**config.mk**
```make
export PLATFORM = sky130hd
export DESIGN_NAME = sync_presence_detector
export DESIGN_NICKNAME = d
export VERILOG_FILES = /design/src/rtl/sync_presence_pkg.sv /design/src/rtl/sync_tick_prescaler.sv /design/src/rtl/sync_presence_channel.sv /design/src/rtl/sync_presence_detector.sv
export SDC_FILE = /design/constraint.sdc
export NUM_CORES = 1
export LEC_CHECK = 0
export ABC_AREA = 1
export BUFFER_PORTS_ARGS = -buffer_cell sky130_fd_sc_hd__buf_4
export CORE_UTILIZATION = 30
export DETAILED_ROUTE_END_ITERATION = 8
export PLACE_DENSITY = 0.5
export SLEW_MARGIN = 25
export SYNTH_ARGS = -nofsm -noshare
export SYNTH_HDL_FRONTEND = slang
export SYNTH_HIERARCHICAL = 1
export SYNTH_SLANG_ARGS = --single-unit
```
**constraint.sdc**
```tcl
create_clock -name clk -period 6.2 [get_ports clk]
set_clock_uncertainty 0.2 [all_clocks]
set_input_delay 0 -clock clk [delete_from_list [all_inputs] [get_ports clk]]
set_output_delay 0 -clock clk [all_outputs]
set_load 0.05 [all_outputs]
```
**src/rtl/sync_presence_pkg.sv**
```systemverilog
package sync_presence_pkg;
  localparam int unsigned NUM_CH = 2;
  localparam int unsigned CH_H   = 0;
  localparam int unsigned CH_V   = 1;

  // width of a counter that must hold the value n
  function automatic int unsigned hold_w(input int unsigned n);
    return (n < 2) ? 1 : $clog2(n + 1);
  endfunction
endpackage

```
**src/rtl/sync_tick_prescaler.sv**
```systemverilog
module sync_tick_prescaler #(
  parameter int unsigned DIV_SLOW = 8,
  parameter int unsigned DIV_FAST = 12
) (
  input  logic clk,
  input  logic rst_n,
  input  logic base_sel,
  output logic tick
);
  import sync_presence_pkg::*;
  localparam int unsigned DIV_MAX = (DIV_SLOW > DIV_FAST) ? DIV_SLOW : DIV_FAST;
  localparam int unsigned CNT_W   = hold_w(DIV_MAX);
  localparam logic [CNT_W-1:0] RELOAD_SLOW = CNT_W'(DIV_SLOW - 1);
  localparam logic [CNT_W-1:0] RELOAD_FAST = CNT_W'(DIV_FAST - 1);

  logic [CNT_W-1:0] cnt_q;

  assign tick = (cnt_q == '0);

  always_ff @(posedge clk or negedge rst_n) begin
    if (!rst_n)    cnt_q <= '0;
    else if (tick) cnt_q <= base_sel ? RELOAD_FAST : RELOAD_SLOW;
    else           cnt_q <= cnt_q - 1'b1;
  end


  tick_gap_chk: assert property (@(posedge clk) disable iff (!rst_n)
    tick |=> !tick);
endmodule

```
**src/rtl/sync_presence_channel.sv**
```systemverilog
module sync_presence_channel #(
  parameter int unsigned WINDOW    = 1000,
  parameter int unsigned SET_EDGES = 10,
  parameter int unsigned TIMEOUT   = 100000
) (
  input  logic clk,
  input  logic rst_n,
  input  logic tick,
  input  logic sync_in,
  input  logic irq_clr,
  output logic present,
  output logic chg_irq
);
  import sync_presence_pkg::*;
  localparam int unsigned WIN_W = hold_w(WINDOW);
  localparam int unsigned EDG_W = hold_w(SET_EDGES);
  localparam int unsigned IDL_W = hold_w(TIMEOUT);
  localparam logic [WIN_W-1:0] WIN_LAST = WIN_W'(WINDOW - 1);
  localparam logic [EDG_W-1:0] EDG_PRE  = EDG_W'(SET_EDGES - 1);
  localparam logic [EDG_W-1:0] EDG_MAX  = EDG_W'(SET_EDGES);
  localparam logic [IDL_W-1:0] IDL_PRE  = IDL_W'(TIMEOUT - 1);
  localparam logic [IDL_W-1:0] IDL_MAX  = IDL_W'(TIMEOUT);
  localparam bit SINGLE_EDGE = (SET_EDGES == 1);

  logic [2:0]       sync_sh;
  logic             sync_rise;
  logic [WIN_W-1:0] win_cnt;
  logic [EDG_W-1:0] edge_cnt;
  logic [IDL_W-1:0] idle_cnt;
  logic             win_roll, set_hit, idle_hit, present_nxt;

  assign sync_rise = sync_sh[1] & ~sync_sh[2];
  assign win_roll  = tick && (win_cnt == WIN_LAST);
  // an edge in the rollover cycle opens the new window
  assign set_hit   = sync_rise && (win_roll ? SINGLE_EDGE : (edge_cnt == EDG_PRE));
  assign idle_hit  = !sync_rise && tick && (idle_cnt == IDL_PRE);

  always_comb begin
    present_nxt = present;
    if (set_hit)       present_nxt = 1'b1;
    else if (idle_hit) present_nxt = 1'b0;
  end

  always_ff @(posedge clk or negedge rst_n) begin
    if (!rst_n) begin
      sync_sh  <= '0;
      win_cnt  <= '0;
      edge_cnt <= '0;
      idle_cnt <= '0;
      present  <= 1'b0;
      chg_irq  <= 1'b0;
    end else begin
      sync_sh <= {sync_sh[1:0], sync_in};
      if (win_roll)  win_cnt <= '0;
      else if (tick) win_cnt <= win_cnt + 1'b1;
      if (win_roll)
        edge_cnt <= EDG_W'(sync_rise);
      else if (sync_rise && edge_cnt != EDG_MAX)
        edge_cnt <= edge_cnt + 1'b1;
      if (sync_rise)
        idle_cnt <= '0;
      else if (tick && idle_cnt != IDL_MAX)
        idle_cnt <= idle_cnt + 1'b1;
      present <= present_nxt;
      // a flag change wins over a clear in the same cycle
      chg_irq <= (present_nxt != present) | (chg_irq & ~irq_clr);
    end
  end


  set_on_edge_chk: assert property (@(posedge clk) disable iff (!rst_n)
    $rose(present) |-> $past(sync_rise));

  clear_on_idle_chk: assert property (@(posedge clk) disable iff (!rst_n)
    $fell(present) |-> ($past(tick) && !$past(sync_rise)));

  hold_quiet_chk: assert property (@(posedge clk) disable iff (!rst_n)
    (!$past(tick) && !$past(sync_rise)) |-> $stable(present));

  irq_on_change_chk: assert property (@(posedge clk) disable iff (!rst_n)
    (present != $past(present)) |-> chg_irq);

  irq_sticky_chk: assert property (@(posedge clk) disable iff (!rst_n)
    ($past(chg_irq) && !$past(irq_clr)) |-> chg_irq);
endmodule

```
**src/rtl/sync_presence_detector.sv**
```systemverilog
module sync_presence_detector #(
  parameter int unsigned DIV_SLOW    = 8,
  parameter int unsigned DIV_FAST    = 12,
  parameter int unsigned H_WINDOW    = 1000,
  parameter int unsigned H_SET_EDGES = 10,
  parameter int unsigned H_TIMEOUT   = 100000,
  parameter int unsigned V_WINDOW    = 100000,
  parameter int unsigned V_SET_EDGES = 4,
  parameter int unsigned V_TIMEOUT   = 100000
) (
  input  logic clk,
  input  logic rst_n,
  input  logic hsync_in,
  input  logic vsync_in,
  input  logic base_sel,
  input  logic h_irq_clr,
  input  logic v_irq_clr,
  output logic h_present,
  output logic v_present,
  output logic h_chg_irq,
  output logic v_chg_irq
);
  import sync_presence_pkg::*;

  logic                tick;
  logic [NUM_CH-1:0]   sync_v, clr_v, pres_v, irq_v;

  assign sync_v = {vsync_in, hsync_in};
  assign clr_v  = {v_irq_clr, h_irq_clr};

  sync_tick_prescaler #(.DIV_SLOW(DIV_SLOW), .DIV_FAST(DIV_FAST)) u_prescaler (
    .clk(clk), .rst_n(rst_n), .base_sel(base_sel), .tick(tick)
  );

  for (genvar ch = 0; ch < NUM_CH; ch++) begin : g_ch
    localparam int unsigned WIN = (ch == CH_H) ? H_WINDOW    : V_WINDOW;
    localparam int unsigned SET = (ch == CH_H) ? H_SET_EDGES : V_SET_EDGES;
    localparam int unsigned TMO = (ch == CH_H) ? H_TIMEOUT   : V_TIMEOUT;
    sync_presence_channel #(.WINDOW(WIN), .SET_EDGES(SET), .TIMEOUT(TMO)) u_chan (
      .clk(clk), .rst_n(rst_n), .tick(tick), .sync_in(sync_v[ch]),
      .irq_clr(clr_v[ch]), .present(pres_v[ch]), .chg_irq(irq_v[ch])
    );
  end

  assign h_present = pres_v[CH_H];
  assign v_present = pres_v[CH_V];
  assign h_chg_irq = irq_v[CH_H];
  assign v_chg_irq = irq_v[CH_V];
endmodule

```
; Word-level counts from Yosys, hierarchy flattened
; Index checks and enable logic that the tools add are counted.
[classes]
n_eq_ne = 12
addsub = 7
mux = 20
n_reduce_logical = 21
bitwise_logic = 10
[ops]
columns = operator, count
row1 = 2-to-1 mux 17 bit, 6
row2 = adder 17 x 1 -> 17 bit (second input constant), 3
row3 = equality test 17 bit (second input constant), 3
row4 = != test 17 bit (second input constant), 2
row5 = 2-to-1 mux 10 bit, 2
row6 = 2-to-1 mux 4 bit, 4
row7 = logical AND 1 bit, 12
row8 = nonzero test 2 bit, 6
row9 = adder 10 x 1 -> 10 bit (second input constant), 1
row10 = equality test 10 bit (second input constant), 1
row11 = 2-to-1 mux 1 bit, 6
row12 = 2-to-1 mux 3 bit, 2
row13 = adder 4 x 1 -> 4 bit (second input constant), 1
row14 = bitwise AND 1 bit, 4
row15 = equality test 4 bit (second input constant), 1
row16 = logical NOT 4 bit, 1
row17 = != test 4 bit (second input constant), 1
row18 = inverter 1 bit, 4
row19 = subtractor 4 x 1 -> 4 bit (second input constant), 1
row20 = adder 3 x 1 -> 3 bit (second input constant), 1
row21 = equality test 3 x 2 -> 1 bit (second input constant), 1
row22 = != test 3 bit (second input constant), 1
row23 = logical NOT 1 bit, 2
row24 = != test 1 bit, 2
row25 = bitwise OR 1 bit, 2
[word_totals]
reg_bits = 82
out_inout_bits = 4

; Depth between registers and ports, before layout
; Gate-level depths: netlist of run 1.
[logic_depth]
word_depth = 9
depth_mapped = 12

; By module
; Netlist of run 1, hierarchy kept.
[by_module_without_submodules]
columns = mod, cells_each, seq_area_each_um2, area_each_um2, n_inst
row1 = sync_presence_channel at g_ch[1].u_chan, 403, 1051.0, 2696.3, 1
row2 = sync_presence_channel at g_ch[0].u_chan, 308, 900.9, 2172.1, 1
row3 = sync_tick_prescaler, 23, 100.1, 202.7, 1

; Worst setup path before layout of run 1
; OpenSTA, ideal clock, no wires.
[synth_timing]
kind = flip-flop to flip-flop
from = register u_prescaler.cnt_q[0]
to = register g_ch[1].u_chan.win_cnt[11]
setup_time_ps = 119
t_arrival_ps = 1755
required_ps = 5881
n_path_buf = 1
stages_incl_launch_ff = 13
path_slack_ps = 4126
path_cell_list = dfrtp_1 inv_1 ha_1 nand3_2 inv_1 buf_4 nand2_1 nor3_2 nand2_1 nor2_1 nand3_1 nand2_1 nor2_1
[synth_between]
elab_chain_len = 3
word_cells_on_any_way = 4
cone_classes = mux (1) / reduce/logical (3)
[synth_lines]
columns = element, line
row1 = from (decl), sync_tick_prescaler.sv:16  ; logic [CNT_W-1:0] cnt_q;
row2 = from (signal assigned), sync_tick_prescaler.sv:22  ; else if (tick) cnt_q <= base_sel ? RELOAD_FAST : RELOAD_SLOW;
row3 = from (signal assigned), sync_tick_prescaler.sv:23  ; else cnt_q <= cnt_q - 1'b1;
row4 = logical NOT 4 bit (*), sync_tick_prescaler.sv:18  ; assign tick = (cnt_q == '0);
row5 = via tick, sync_presence_detector.sv:25  ; logic tick;
row6 = logical AND 1 bit, sync_presence_channel.sv:33  ; assign win_roll = tick && (win_cnt == WIN_LAST);
row7 = 2-to-1 mux 17 bit / nonzero test 2 bit (equally long branches), --
row8 = to (signal assigned), sync_presence_channel.sv:55  ; else if (tick) win_cnt <= win_cnt + 1'b1;
row9 = to (decl), sync_presence_channel.sv:27  ; logic [WIN_W-1:0] win_cnt;
; The timed path passes the listed nets; every way through them passes the cells marked *.
; A chain may end at the register's enable or synchronous reset.

; Final worst setup path of run 1
[layout_timing]
from = register u_prescaler.cnt_q[0]
to = register g_ch[1].u_chan.idle_cnt[10]
[layout_between]
elab_chain_len = 3
[layout_lines]
columns = element, line
row1 = logical NOT 4 bit, sync_tick_prescaler.sv:18
row2 = via tick, sync_presence_detector.sv:25
row3 = logical AND 1 bit, sync_presence_channel.sv:62  ; else if (tick && idle_cnt != IDL_MAX)
row4 = nonzero test 2 bit (no line), --
row5 = to (signal assigned), sync_presence_channel.sv:63  ; idle_cnt <= idle_cnt + 1'b1;
row6 = to (decl), sync_presence_channel.sv:29  ; logic [IDL_W-1:0] idle_cnt;
; The timed path passes the listed nets, and every way through them passes these cells.

==> results by group, run 1 <==
Floorplanning
  – IO Pins: 11
  – Die Wd: 132.0 µm
  – Starting density of the core: 0.3069
  – Die H: 132.0 µm
  – Core footprint: 16520 µm²
  – Full die area: 17430 µm²
  – Placement Rows: 47

GRT
  – Most Used Layer, Global Route: met2
  – Vias in the first global route: 4181
  – First-pass GRT wire length: 20.18 mm
  – Largest net degree at the start of global routing: 63
  – GR Util met1: 0.1870
  – Met3 Usage GRT: 0.03768
  – Initial antenna violation count: 0
  – Total global routing overflow: 0
  – Gr usage total: 0.1442
  – Met2 GRT Util: 0.2337

Timing
  – Tmin final: 2.673 ns
  – # setup viols final: 0
  – Final Hold Fails: 0
  – Worst-Margin Slew: 0.8014 ns
  – Hold Slack: 0.05716 ns
  – Unrepaired setup endpoints after global routing: false
  – Slew Viols, Final: 0
  – Rel. slew slack: 0.4657
  – Period utilization: 0.4311
  – Max frequency: 374.1 MHz
  – TNS Setup: 0 ns

Power
  – Max IR drop VDD: 0.1561 mV
  – Clk pwr share: 0.350
  – Net Switching: 428.4 µW
  – Leak pwr: about 0.0028 µW
  – Reg power frac: 0.485
  – Gate power share: 0.165
  – Sw Share: 0.3102
  – Power density cells: around 240 nW/µm²
  – Overall Power: 1381 µW
  – Pint: 952.7 µW

Detailed routing
  – Via density per instance: 4.492
  – Post-Route WL: between 10 and 15 mm
  – Post-DR wirelength/cell: 11.87 µm
  – Detailed-route via count: 4389
  – Detailed Route Iter0 Violations: 229
  – Residual DRC: 0
  – Antenna-violating nets left: 0
  – Drt pass-1 iters: 4

Setup path
  – Cell Chain, Critical Path: inv_1, ha_1, nand3_2, inv_1, clkinv_1, nor2_4, nor2_8, nand2_1, nand2_1
  – Critical path class: flop to flop
  – Worst setup SP type: flop
  – Buf/Inv on CP: 3
  – Crit end category: flop
  – Reg-to-Reg End: g_ch[1].u_chan/idle_cnt[10]$_DFFE_PN0P_
  – CP delay by family, top: buffers and inverters
  – Crit. Startpoint: u_prescaler/cnt_q[0]$_DFF_PN0_
  – R2R setup slack: 3.53 ns
  – Critical path's slowest cell: nor2_4
  – FF-to-FF Start: u_prescaler/cnt_q[0]$_DFF_PN0_
  – Crit path arrival time: 2.71 ns
  – Worst-case reg-to-reg path depth: 9
  – CP Data Required Time: roughly 6.2 ns
  – Worst-path fanout max: 17
  – CP max stage delay: 0.47 ns

Cells and area
  – Area Growth Syn to Fin: 11.97%
  – Most frequent cells in the layout: nand2_1 (241), inv_1 (102), nor2_1 (102)
  – Number of fill cells in the layout: 1792
  – Final nets: between 700 and 800
  – Commonest non-fill, non-tap cell in the layout: nand2_1
  – Layout cells sized above 1: 0.05416
  – Final core area utilization: 0.3436
  – Multi-input combinational cell area: between 2000 and 3000 µm²
  – Antenna cells: 0
  – Register Area: 2052 µm²

Logic synthesis
  – Area contributors post-synth: dfrtp_1 (40%), nand2_1 (18%), inv_1 (7.5%)
  – Cell taking the most area after synthesis: dfrtp_1
  – Flop and latch count out of synthesis: 82
  – Yosys warning count: 6
  – Synthesized area per cell: 6.909 µm²
  – Synthesized cell area: 5071 µm²
  – Syn Inst Count: 734
  – Seq/Total Area, Yosys: 0.4046
  – Post-synth top area share: 0.4046
  – Synth Net Count: 754
  – Post-synth cell types: 30

Clocking
  – Post-CTS Resized: 0
  – CTS root buf: clkbuf_16
  – Worst-path clk slew: 0.06 ns
  – CTS H-Tree Depth: 3
  – Clock tree buffer depth: 2
  – CTS tree: yes
  – Clock tree sinks: just over 80
  – Number of CTS-inserted buffers: 9
  – Clock latency on the worst-skew pair: 0.34 ns

Place
  – Final GP Congestion: 0.8796
  – Dpl hpwl: 8.287 mm
  – Port buffer count: 10

Hold path
  – Worst min path class: input pin to asynchronous set/reset pin

Job
  – Max_cap viols: 0

Run status
  – Status: completed
## metal layers
layer	up-vias	wire (µm)
li1	2352	-
met1	1984	5943
met2	40	5213
met3	13	316
met4	0	119
met5	-	0
## power groups by stage
stage          Clock (µW)  Combinational (µW)  Sequential, µW
5_1_grt               533                 267             681
3_5_place_dp            0                 229             678
4_1_cts               507                 233             671
3_3_place_gp            0                 228             681
6_report              484                 228             670
2_1_floorplan           0                 147             684
## state kept, by name, indices dropped and copies added, names as in the netlist
name,count
g_ch.u_chan/chg_irq,2
g_ch.u_chan/edge_cnt,7
g_ch.u_chan/idle_cnt,34
g_ch.u_chan/present,2
g_ch.u_chan/sync_sh,6
g_ch.u_chan/win_cnt,27
u_prescaler/cnt_q,4
## worst max-delay path by stage
stage / endpoint / slack [ns] / cells after the start
floorplan: g_ch[1].u_chan/win_cnt[11]$_DFFE_PN0P_ / 4.13 / 12
global placement: g_ch[1].u_chan/present$_DFF_PN0_ / 3.52 / 9
detailed placement: g_ch[1].u_chan/idle_cnt[10]$_DFFE_PN0P_ / 3.51 / 9
CTS: g_ch[1].u_chan/idle_cnt[8]$_DFFE_PN0P_ / 3.49 / 8
global route: g_ch[1].u_chan/idle_cnt[12]$_DFFE_PN0P_ / 3.19 / 9
finish: g_ch[1].u_chan/idle_cnt[10]$_DFFE_PN0P_ / 3.53 / 9
## worst reg2reg max path, delay by kind of cell, from the launching register on
kind / cells / cell delay [ns]
buffers and inverters: 3 / 0.89
and+or+nand+nor: 5 / 0.85
DFF: 1 / 0.39
adders and majority gates: 1 / 0.24
## metrics by stage
step                      worst slack (ns)  cells  instance area [µm²]
after floorplan                      4.126    734                 5071
after global placement               3.524    955                 5353
after detailed placement             3.506    955                 5353
after CTS                            3.492    977                 5683
after global routing                 3.194    977                 5678
final                                3.527    977                 5678
## repair_timing
action	CTS	global route
hold buffers	7	0
buffers inserted	0	0
endpoints found under the hold margin	88	0
## cells in the mapped netlist
cell type,count
a21oi_2,1
nand2_2,1
o21ai_0,18
xor2_1,14
nor2_1,102
nor2_8,2
and2_1,1
nor3b_1,1
a21oi_1,11
dfrtp_1,82
nand4_1,34
buf_6,3
nor2_4,2
o211a_1,1
nand2_1,241
o211ai_1,2
buf_2,4
clkinv_1,3
inv_2,2
nor2_2,4
nand3_1,61
xnor2_1,1
nor3_1,14
nor3_2,1
o21ai_1,1
nand3_2,1
inv_1,102
ha_1,13
o21bai_1,8
buf_4,3
## cell families after synthesis
kind of cell,share of synthesized area
AO/OA/AOI/OAI,0.04811
adder cells (fa/ha/maj),0.03208
flip-flops,0.4046
AND/OR/NAND/NOR,0.3950
XOR/XNOR,0.02591
buffers and inverters,0.09425
## cell type report
type                    count  share of cell area
flip-flops and latches     82              0.3614
repair buffers             18             0.02600
multi-input cells         535              0.4476
inverters                 107             0.07074
clock buffers               9             0.03967
well taps                 220             0.04848
clock inverters             6            0.006170
No activity file was read; power rests on OpenSTA's default activity.
==> run 2: changes to the inputs <==
--- a/config.mk
+++ b/config.mk
@@ -9,7 +9,7 @@
 export BUFFER_PORTS_ARGS = -buffer_cell sky130_fd_sc_hd__buf_4
 export CORE_UTILIZATION = 30
 export DETAILED_ROUTE_END_ITERATION = 8
-export PLACE_DENSITY = 0.5
+export PLACE_DENSITY = 0.52
 export SLEW_MARGIN = 25
 export SYNTH_ARGS = -nofsm -noshare
 export SYNTH_HDL_FRONTEND = slang
==> constraint.sdc (replaced) <==
create_clock -name clk -period 2.4 [get_ports clk]
set_clock_uncertainty 0.2 [all_clocks]
set_input_delay 0 -clock clk [delete_from_list [all_inputs] [get_ports clk]]
set_output_delay 0 -clock clk [all_outputs]
set_load 0.05 [all_outputs]
==> run 2 against run 1 <==
The flow now finishes with violations (negative hold slack); clock power grew to 2.8 times the previous value; design area increased by 2.9%; sequential share of layout area down 1.0 points; total power grew to 2.7 times the previous value; sequential power rose to 2.6 times the previous value; first-iteration DRC count grew 23%; critical path type unchanged.
==> results by group, run 2 (synthesis results as in run 1) <==
Run status
  – Status: complete, but fails checks
  – Violated checks: negative hold slack

Setup path
  – Critical path class: flop to flop
  – CP delay by family, top: simple AND/OR/NAND/NOR gates
  – Critical path's slowest cell: dfrtp_1
  – Crit. Startpoint: u_prescaler/cnt_q[0]$_DFF_PN0_
  – FF-to-FF Start: u_prescaler/cnt_q[0]$_DFF_PN0_
  – R2R setup slack: 0.24 ns (-3.29 ns)
  – Worst setup SP type: flop
  – Worst-case reg-to-reg path depth: 8 (-1)
  – Reg-to-Reg End: g_ch[0].u_chan/edge_cnt[0]$_DFFE_PN0P_
  – CP Data Required Time: 2.46 ns (-3.77 ns)
  – Crit end category: flop
  – Worst path most repeated cell: inv_2
  – Cell Chain, Critical Path: inv_1, ha_1, nand3_2, inv_2, inv_2, nor3_1, nand4_1, o211ai_1
  – Worst-path fanout max: 9 (-8)
  – Crit path arrival time: 2.22 ns (-0.49 ns)
  – CP max stage delay: 0.39 ns (-0.08 ns)
  – Buf/Inv on CP: 3 (unchanged)

GRT
  – Largest net degree at the start of global routing: 43 (-32%)
  – Initial antenna violation count: 0 (unchanged)
  – Vias in the first global route: 4088 (-2.2%)
  – Gr usage total: 0.1430 (-0.001140)
  – Total global routing overflow: 0 (unchanged)
  – First-pass GRT wire length: 19.87 mm (-1.5%)

Timing
  – Unrepaired setup endpoints after global routing: false
  – Tmin final: 2.162 ns (-0.5110 ns)
  – # setup viols final: 0 (unchanged)
  – TNS Setup: 0 ns (unchanged)
  – Worst-Margin Slew: 0.5841 ns (-0.2174 ns)
  – Slew Viols, Final: 0 (unchanged)
  – Final Hold Fails: 6 (+6)
  – Max frequency: 462.6 MHz (+24%)
  – Hold Slack: -0.007018 ns (-0.06418 ns)
  – Rel. slew slack: 0.6106 (+0.1449)
  – Period utilization: 0.9008 (+0.4697)

Job
  – Max_cap viols: 0 (unchanged)

Detailed routing
  – Detailed-route via count: 4512 (+2.8%)
  – Antenna-violating nets left: 0 (unchanged)
  – Post-DR wirelength/cell: 11.50 µm (-3.0%)
  – Via density per instance: 4.544 (+1.1%)
  – Post-Route WL: 11.42 mm (-1.5%)
  – Drt pass-1 iters: 5 (+1)
  – Detailed Route Iter0 Violations: 282 (+23%)
  – Residual DRC: 0 (unchanged)

Clocking
  – Setup bufs post-CTS: 0 (unchanged)
  – Worst-path clk slew: 0.06 ns (about the same)
  – CTS root buf: clkbuf_16
  – Number of CTS-inserted buffers: 9 (unchanged)
  – Clock tree sinks: 82 (unchanged)
  – Clock tree buffer depth: 2 (unchanged)
  – Clock latency on the worst-skew pair: 0.35 ns (about the same)
  – CTS tree: yes
  – CTS H-Tree Depth: 3 (unchanged)

Floorplanning
  – Full die area: 17430 µm² (unchanged)
  – Die Wd: 132.0 µm (unchanged)
  – IO Pins: 11 (unchanged)
  – Core footprint: 16520 µm² (unchanged)
  – Starting density of the core: 0.3069 (unchanged)
  – Placement Rows: 47 (unchanged)
  – Die H: 132.0 µm (unchanged)

Cells and area
  – Most frequent cells in the layout: nand2_1 (241), inv_1 (101), nor2_1 (101)
  – Antenna cells: 0 (unchanged)
  – Non-filler cells, final: 993 (+1.6%)
  – Largest registers: g_ch.u_chan/idle_cnt: 34 flops, g_ch.u_chan/win_cnt: 27 flops, g_ch.u_chan/edge_cnt: 7 flops
  – Area Growth Syn to Fin: 15.25%
  – Layout cells sized above 1: 0.07762 (+0.02346)
  – Number of fill cells in the layout: 1804 (+0.67%)
  – Post-route cell area: 5844 µm² (+2.9%)
  – Max reg flops: 34 (unchanged)
  – Commonest non-fill, non-tap cell in the layout: nand2_1
  – Final nets: 788 (+1.9%)
  – Largest register by flop count: g_ch.u_chan/idle_cnt

Power
  – Leak pwr: 0.002887 µW (+3.4%)
  – Max IR drop VDD: 0.4176 mV (+170%)
  – Power density cells: 630.2 nW/µm² (+160%)

Place
  – Final GP Congestion: 0.7885 (-10%)
  – Port buffer count: 10 (unchanged)
  – Dpl hpwl: 8.370 mm (+1.0%)
  – Area after DPL: 5485 µm² (+2.5%)
  – Inst Count DP: 971 (+1.7%)

Hold path
  – Worst min path class: input pin to asynchronous set/reset pin
-- run 2: power by group --
part,leakage [µW],internal (µW),switching [µW]
Clock,0.000141,782,571
Sequential,0.00109,1560,175
Combinational,0.00166,228,372
Total,0.00289,2570,1120
-- run 2: repair_timing --
| action | CTS | global route |
|---|---|---|
| gates resized for setup | 0 | 3 |
| setup endpoints to repair | 0 | 3 |
| hold buffers | 6 | 0 |
| endpoints found under the hold margin | 88 | 0 |
-- run 2: worst max-delay path by stage --
| stage | to | depth (start not counted) |
|---|---|---|
| floorplan | g_ch[1].u_chan/win_cnt[11]$_DFFE_PN0P_ | 12 |
| global placement | g_ch[0].u_chan/win_cnt[7]$_DFFE_PN0P_ | 11 |
| detailed placement | g_ch[0].u_chan/win_cnt[7]$_DFFE_PN0P_ | 11 |
| CTS | g_ch[0].u_chan/win_cnt[7]$_DFFE_PN0P_ | 11 |
| global route | g_ch[0].u_chan/win_cnt[8]$_DFFE_PN0P_ | 9 |
| finish | g_ch[0].u_chan/edge_cnt[0]$_DFFE_PN0P_ | 8 |
-- run 2: stage by stage --
stage / power (µW) / hold slack [ns] / util / setup WS [ns]
final: 3683 / -0.007018 / 0.3537 / 0.2381
after global routing: 3922 / 0.05566 / 0.3537 / 0.08464
after CTS: 3750 / 0.02534 / 0.3532 / 0.1526
after detailed placement: 2353 / -0.1460 / 0.3319 / 0.1671
after global placement: 2356 / -0.1454 / 0.3319 / 0.2107
after floorplan: 2147 / -0.4956 / - / 0.3260
-- run 2: final cells by class --
cell class                 count  area, µm²  area share
sequential                    82       2052      0.3511
tap                          220      275.3     0.04710
clock buffer                  12      266.5     0.04560
multi-input combinational    535       2549      0.4361
inverter                     107      401.6     0.06872
clock inverter                 4      25.02    0.004282
timing repair buffer          33      275.3     0.04710
-- run 2: routing by layer --
metal,vias up,track usage,routed length (µm)
met4,0,0.05039,166
met3,10,0.03230,282
met1,2074,0.1933,5850
met5,-,0,0
li1,2378,-,-
met2,50,0.2243,5124
==> run 3: changes to the inputs <==
--- a/config.mk
+++ b/config.mk
@@ -9,7 +9,7 @@
 export BUFFER_PORTS_ARGS = -buffer_cell sky130_fd_sc_hd__buf_4
 export CORE_UTILIZATION = 30
 export DETAILED_ROUTE_END_ITERATION = 8
-export PLACE_DENSITY = 0.52
+export PLACE_DENSITY = 0.55
 export SLEW_MARGIN = 25
 export SYNTH_ARGS = -nofsm -noshare
 export SYNTH_HDL_FRONTEND = slang
==> run 3 against run 2 <==
The run now ends clean; first-iteration DRC count decreased by 26%; maximum frequency decreased by 1.9%; worst hold slack improved by 0.018 ns; design area increased by 0.94%; via count decreased by 3.1%; clock power increased by 20%; sequential share of layout area decreased by 0.33 points; critical path depth increased by 2; global-route usage decreased by 0.47 points; wire length decreased by 1.9%; clock-buffer cell count decreased by 2; die area unchanged; critical path type unchanged; critical endpoint is now g_ch[1].u_chan/present$_DFF_PN0_; largest cell class unchanged.
==> results by group, run 3 (synthesis results as in run 1) <==
Run status
  – Status: completed

Floorplanning
  – Starting density of the core: 0.3069 (unchanged)
  – Die Wd: 132.0 µm (unchanged)
  – Full die area: 17430 µm² (unchanged)
  – Core footprint: 16520 µm² (unchanged)
  – IO Pins: 11 (unchanged)
  – Die H: 132.0 µm (unchanged)
  – Placement Rows: 47 (unchanged)

Place
  – Dpl hpwl: 8.072 mm (-3.6%)
  – Final GP Congestion: 0.8334 (+5.7%)
  – Inst Count DP: 969 (-0.21%)
  – Dpl ws: 0.1806 ns (+0.01346 ns)
  – Port buffer count: 10 (unchanged)

Power
  – Sw Share: 0.2827 (-0.02060)
  – Leak pwr: 0.002917 µW (+1.0%)
  – Gate power share: 0.150 (-0.013)
  – Reg power frac: 0.439 (-0.031)
  – Power density cells: 668.8 nW/µm² (+6.1%)
  – Clk pwr share: 0.411 (+0.044)
  – Net Switching: 1115 µW (-0.15%)
  – Pint: 2830 µW (+10%)
  – Max IR drop VDD: 0.5623 mV (+35%)

Detailed routing
  – Antenna-violating nets left: 0 (unchanged)
  – Via density per instance: 4.409 (-3.0%)
  – Residual DRC: 0 (unchanged)
  – Post-Route WL: 11.20 mm (-1.9%)
  – Drt pass-1 iters: 5 (unchanged)
  – Detailed-route via count: 4374 (-3.1%)
  – Post-DR wirelength/cell: 11.29 µm (-1.8%)
  – Detailed Route Iter0 Violations: 208 (-26%)

Clocking
  – CTS root buf: clkbuf_16
  – Clock latency on the worst-skew pair: 0.35 ns (about the same)
  – Setup bufs post-CTS: 0 (unchanged)
  – Clock tree sinks: 82 (unchanged)
  – Clock tree buffer depth: 2 (unchanged)
  – Number of CTS-inserted buffers: 9 (unchanged)
  – CTS tree: yes
  – CTS H-Tree Depth: 3 (unchanged)
  – Worst-path clk slew: 0.06 ns (about the same)

Timing
  – Unrepaired setup endpoints after global routing: false
  – Period utilization: 0.9181 (+0.01729)
  – TNS Setup: 0 ns (unchanged)
  – PnR worst setup slack: 0.1966 ns (-0.04151 ns)
  – Max frequency: 453.8 MHz (-1.9%)
  – Final Hold Fails: 0 (-6)
  – # setup viols final: 0 (unchanged)
  – Tmin final: 2.203 ns (+0.04150 ns)
  – Slew Viols, Final: 0 (unchanged)
  – Rel. slew slack: 0.4847 (-0.1259)
  – Worst-Margin Slew: 0.7703 ns (+0.1863 ns)

Setup path
  – Worst-path fanout max: 9 (unchanged)
  – Critical path class: flop to flop
  – Worst setup SP type: flop
  – Critical path's slowest cell: dfrtp_1
  – Cell Chain, Critical Path: inv_1, ha_1, nand3_2, inv_1, buf_4, nand2_1, nor2_1, nand3_1, nand2_1, o21ai_0
  – Buf/Inv on CP: 3 (unchanged)
  – Crit end category: flop
  – Crit path arrival time: 2.23 ns (about the same)
  – CP max stage delay: 0.39 ns (about the same)
  – CP delay by family, top: simple AND/OR/NAND/NOR gates
  – CP Data Required Time: 2.43 ns (-0.03 ns)

Cells and area
  – Largest registers: g_ch.u_chan/idle_cnt: 34 flops, g_ch.u_chan/win_cnt: 27 flops, g_ch.u_chan/edge_cnt: 7 flops
  – Antenna cells: 0 (unchanged)
  – Number of fill cells in the layout: 1735 (-3.8%)
  – Non-filler cells, final: 992 (-0.10%)
  – Commonest non-fill, non-tap cell in the layout: nand2_1
  – Final nets: 787 (-0.13%)
  – Max reg flops: 34 (unchanged)
  – Most frequent cells in the layout: nand2_1 (241), inv_1 (102), nor2_1 (101)
  – Area Growth Syn to Fin: 16.33%
  – Register Area: 2052 µm² (unchanged)
  – Layout cells sized above 1: 0.07383 (-0.003785)
  – Largest register by flop count: g_ch.u_chan/idle_cnt
  – Multi-input combinational cell area: 2549 µm² (unchanged)

GRT
  – Largest net degree at the start of global routing: 67 (+56%)
  – First-pass GRT wire length: 19.50 mm (-1.9%)
  – Gr usage total: 0.1384 (-0.004678)
  – Vias in the first global route: 4088 (unchanged)
  – Initial antenna violation count: 0 (unchanged)
  – Total global routing overflow: 0 (unchanged)

Hold path
  – Worst min path class: input pin to asynchronous set/reset pin

Job
  – Max_cap viols: 0 (unchanged)
run 3: cell count changes in the layout (fill, tap and decap cells not counted):
cell	previous run	this run
bufinv_16	0	3
buf_4	26	24
clkbuf_8	3	1
clkinvlp_4	2	0
clkinv_2	2	1
clkinv_4	0	1
dlygate4sd3_1	6	7
inv_1	101	102
inv_2	3	2
inv_6	0	1
run 3: area by class of cell:
type | instances | share of cell area
Multi-Input combinational cell | 535 | 0.4320
Sequential cell | 82 | 0.3478
Inverter | 107 | 0.06808
Tap cell | 220 | 0.04666
Timing Repair Buffer | 32 | 0.04581
Clock buffer | 10 | 0.04051
Clock inverter | 6 | 0.01909
run 3: tightest hold or removal path: stages:
cell           delay [ns]
dlygate4sd3_1        0.53
buf_4                0.12
buf_12               0.31
run 3: what timing repair did:
action / CTS / global route
resized for setup: 0 / 2
hold buffers: 7 / 0
setup endpoints to repair: 0 / 3
hold endpoints to repair: 88 / 0
run 3: power by group through the flow:
stage / Sequential, µW / Combinational (µW) / Clock, µW
CTS: 1730 / 605 / 1690
global route: 1760 / 702 / 1740
floorplan: 1770 / 379 / 0
global placement: 1760 / 592 / 0
detailed placement: 1750 / 597 / 0
finish: 1730 / 592 / 1620
run 3: through the flow:
step / cell area (µm²) / util / hold slack, ns / total power [µW]
after global placement: 5470 / 0.3310 / -0.3026 / 2351
after detailed placement: 5470 / 0.3310 / -0.3023 / 2348
after floorplan: 5071 / - / -0.4956 / 2147
final: 5899 / 0.3570 / 0.01122 / 3945
after global routing: 5899 / 0.3570 / 0.06358 / 4205
after CTS: 5892 / 0.3566 / 0.03424 / 4027
run 3: final timing paths:
path / from / endpoint / slack [ns] / cells after the start
setup / recovery: u_prescaler/cnt_q[0]$_DFF_PN0_ / g_ch[1].u_chan/present$_DFF_PN0_ / 0.20 / 10
hold / removal: rst_n / g_ch[0].u_chan/win_cnt[6]$_DFFE_PN0P_ / 0.01 / 3
setup reg to reg: u_prescaler/cnt_q[0]$_DFF_PN0_ / g_ch[1].u_chan/present$_DFF_PN0_ / 0.20 / 10
hold reg to reg: g_ch[1].u_chan/sync_sh[0]$_DFF_PN0_ / g_ch[1].u_chan/sync_sh[1]$_DFF_PN0_ / 0.15 / 0
max in group asynchronous: rst_n / g_ch[0].u_chan/idle_cnt[10]$_DFFE_PN0P_ / 0.88 / 3
min in group clk: vsync_in / g_ch[1].u_chan/sync_sh[0]$_DFF_PN0_ / 0.10 / 2
run 3: routing by layer:
layer | GRT usage | wire [µm]
met5 | 0 | 0
met4 | 0.04264 | 136
met3 | 0.03614 | 315
met2 | 0.2199 | 5116
met1 | 0.1836 | 5635
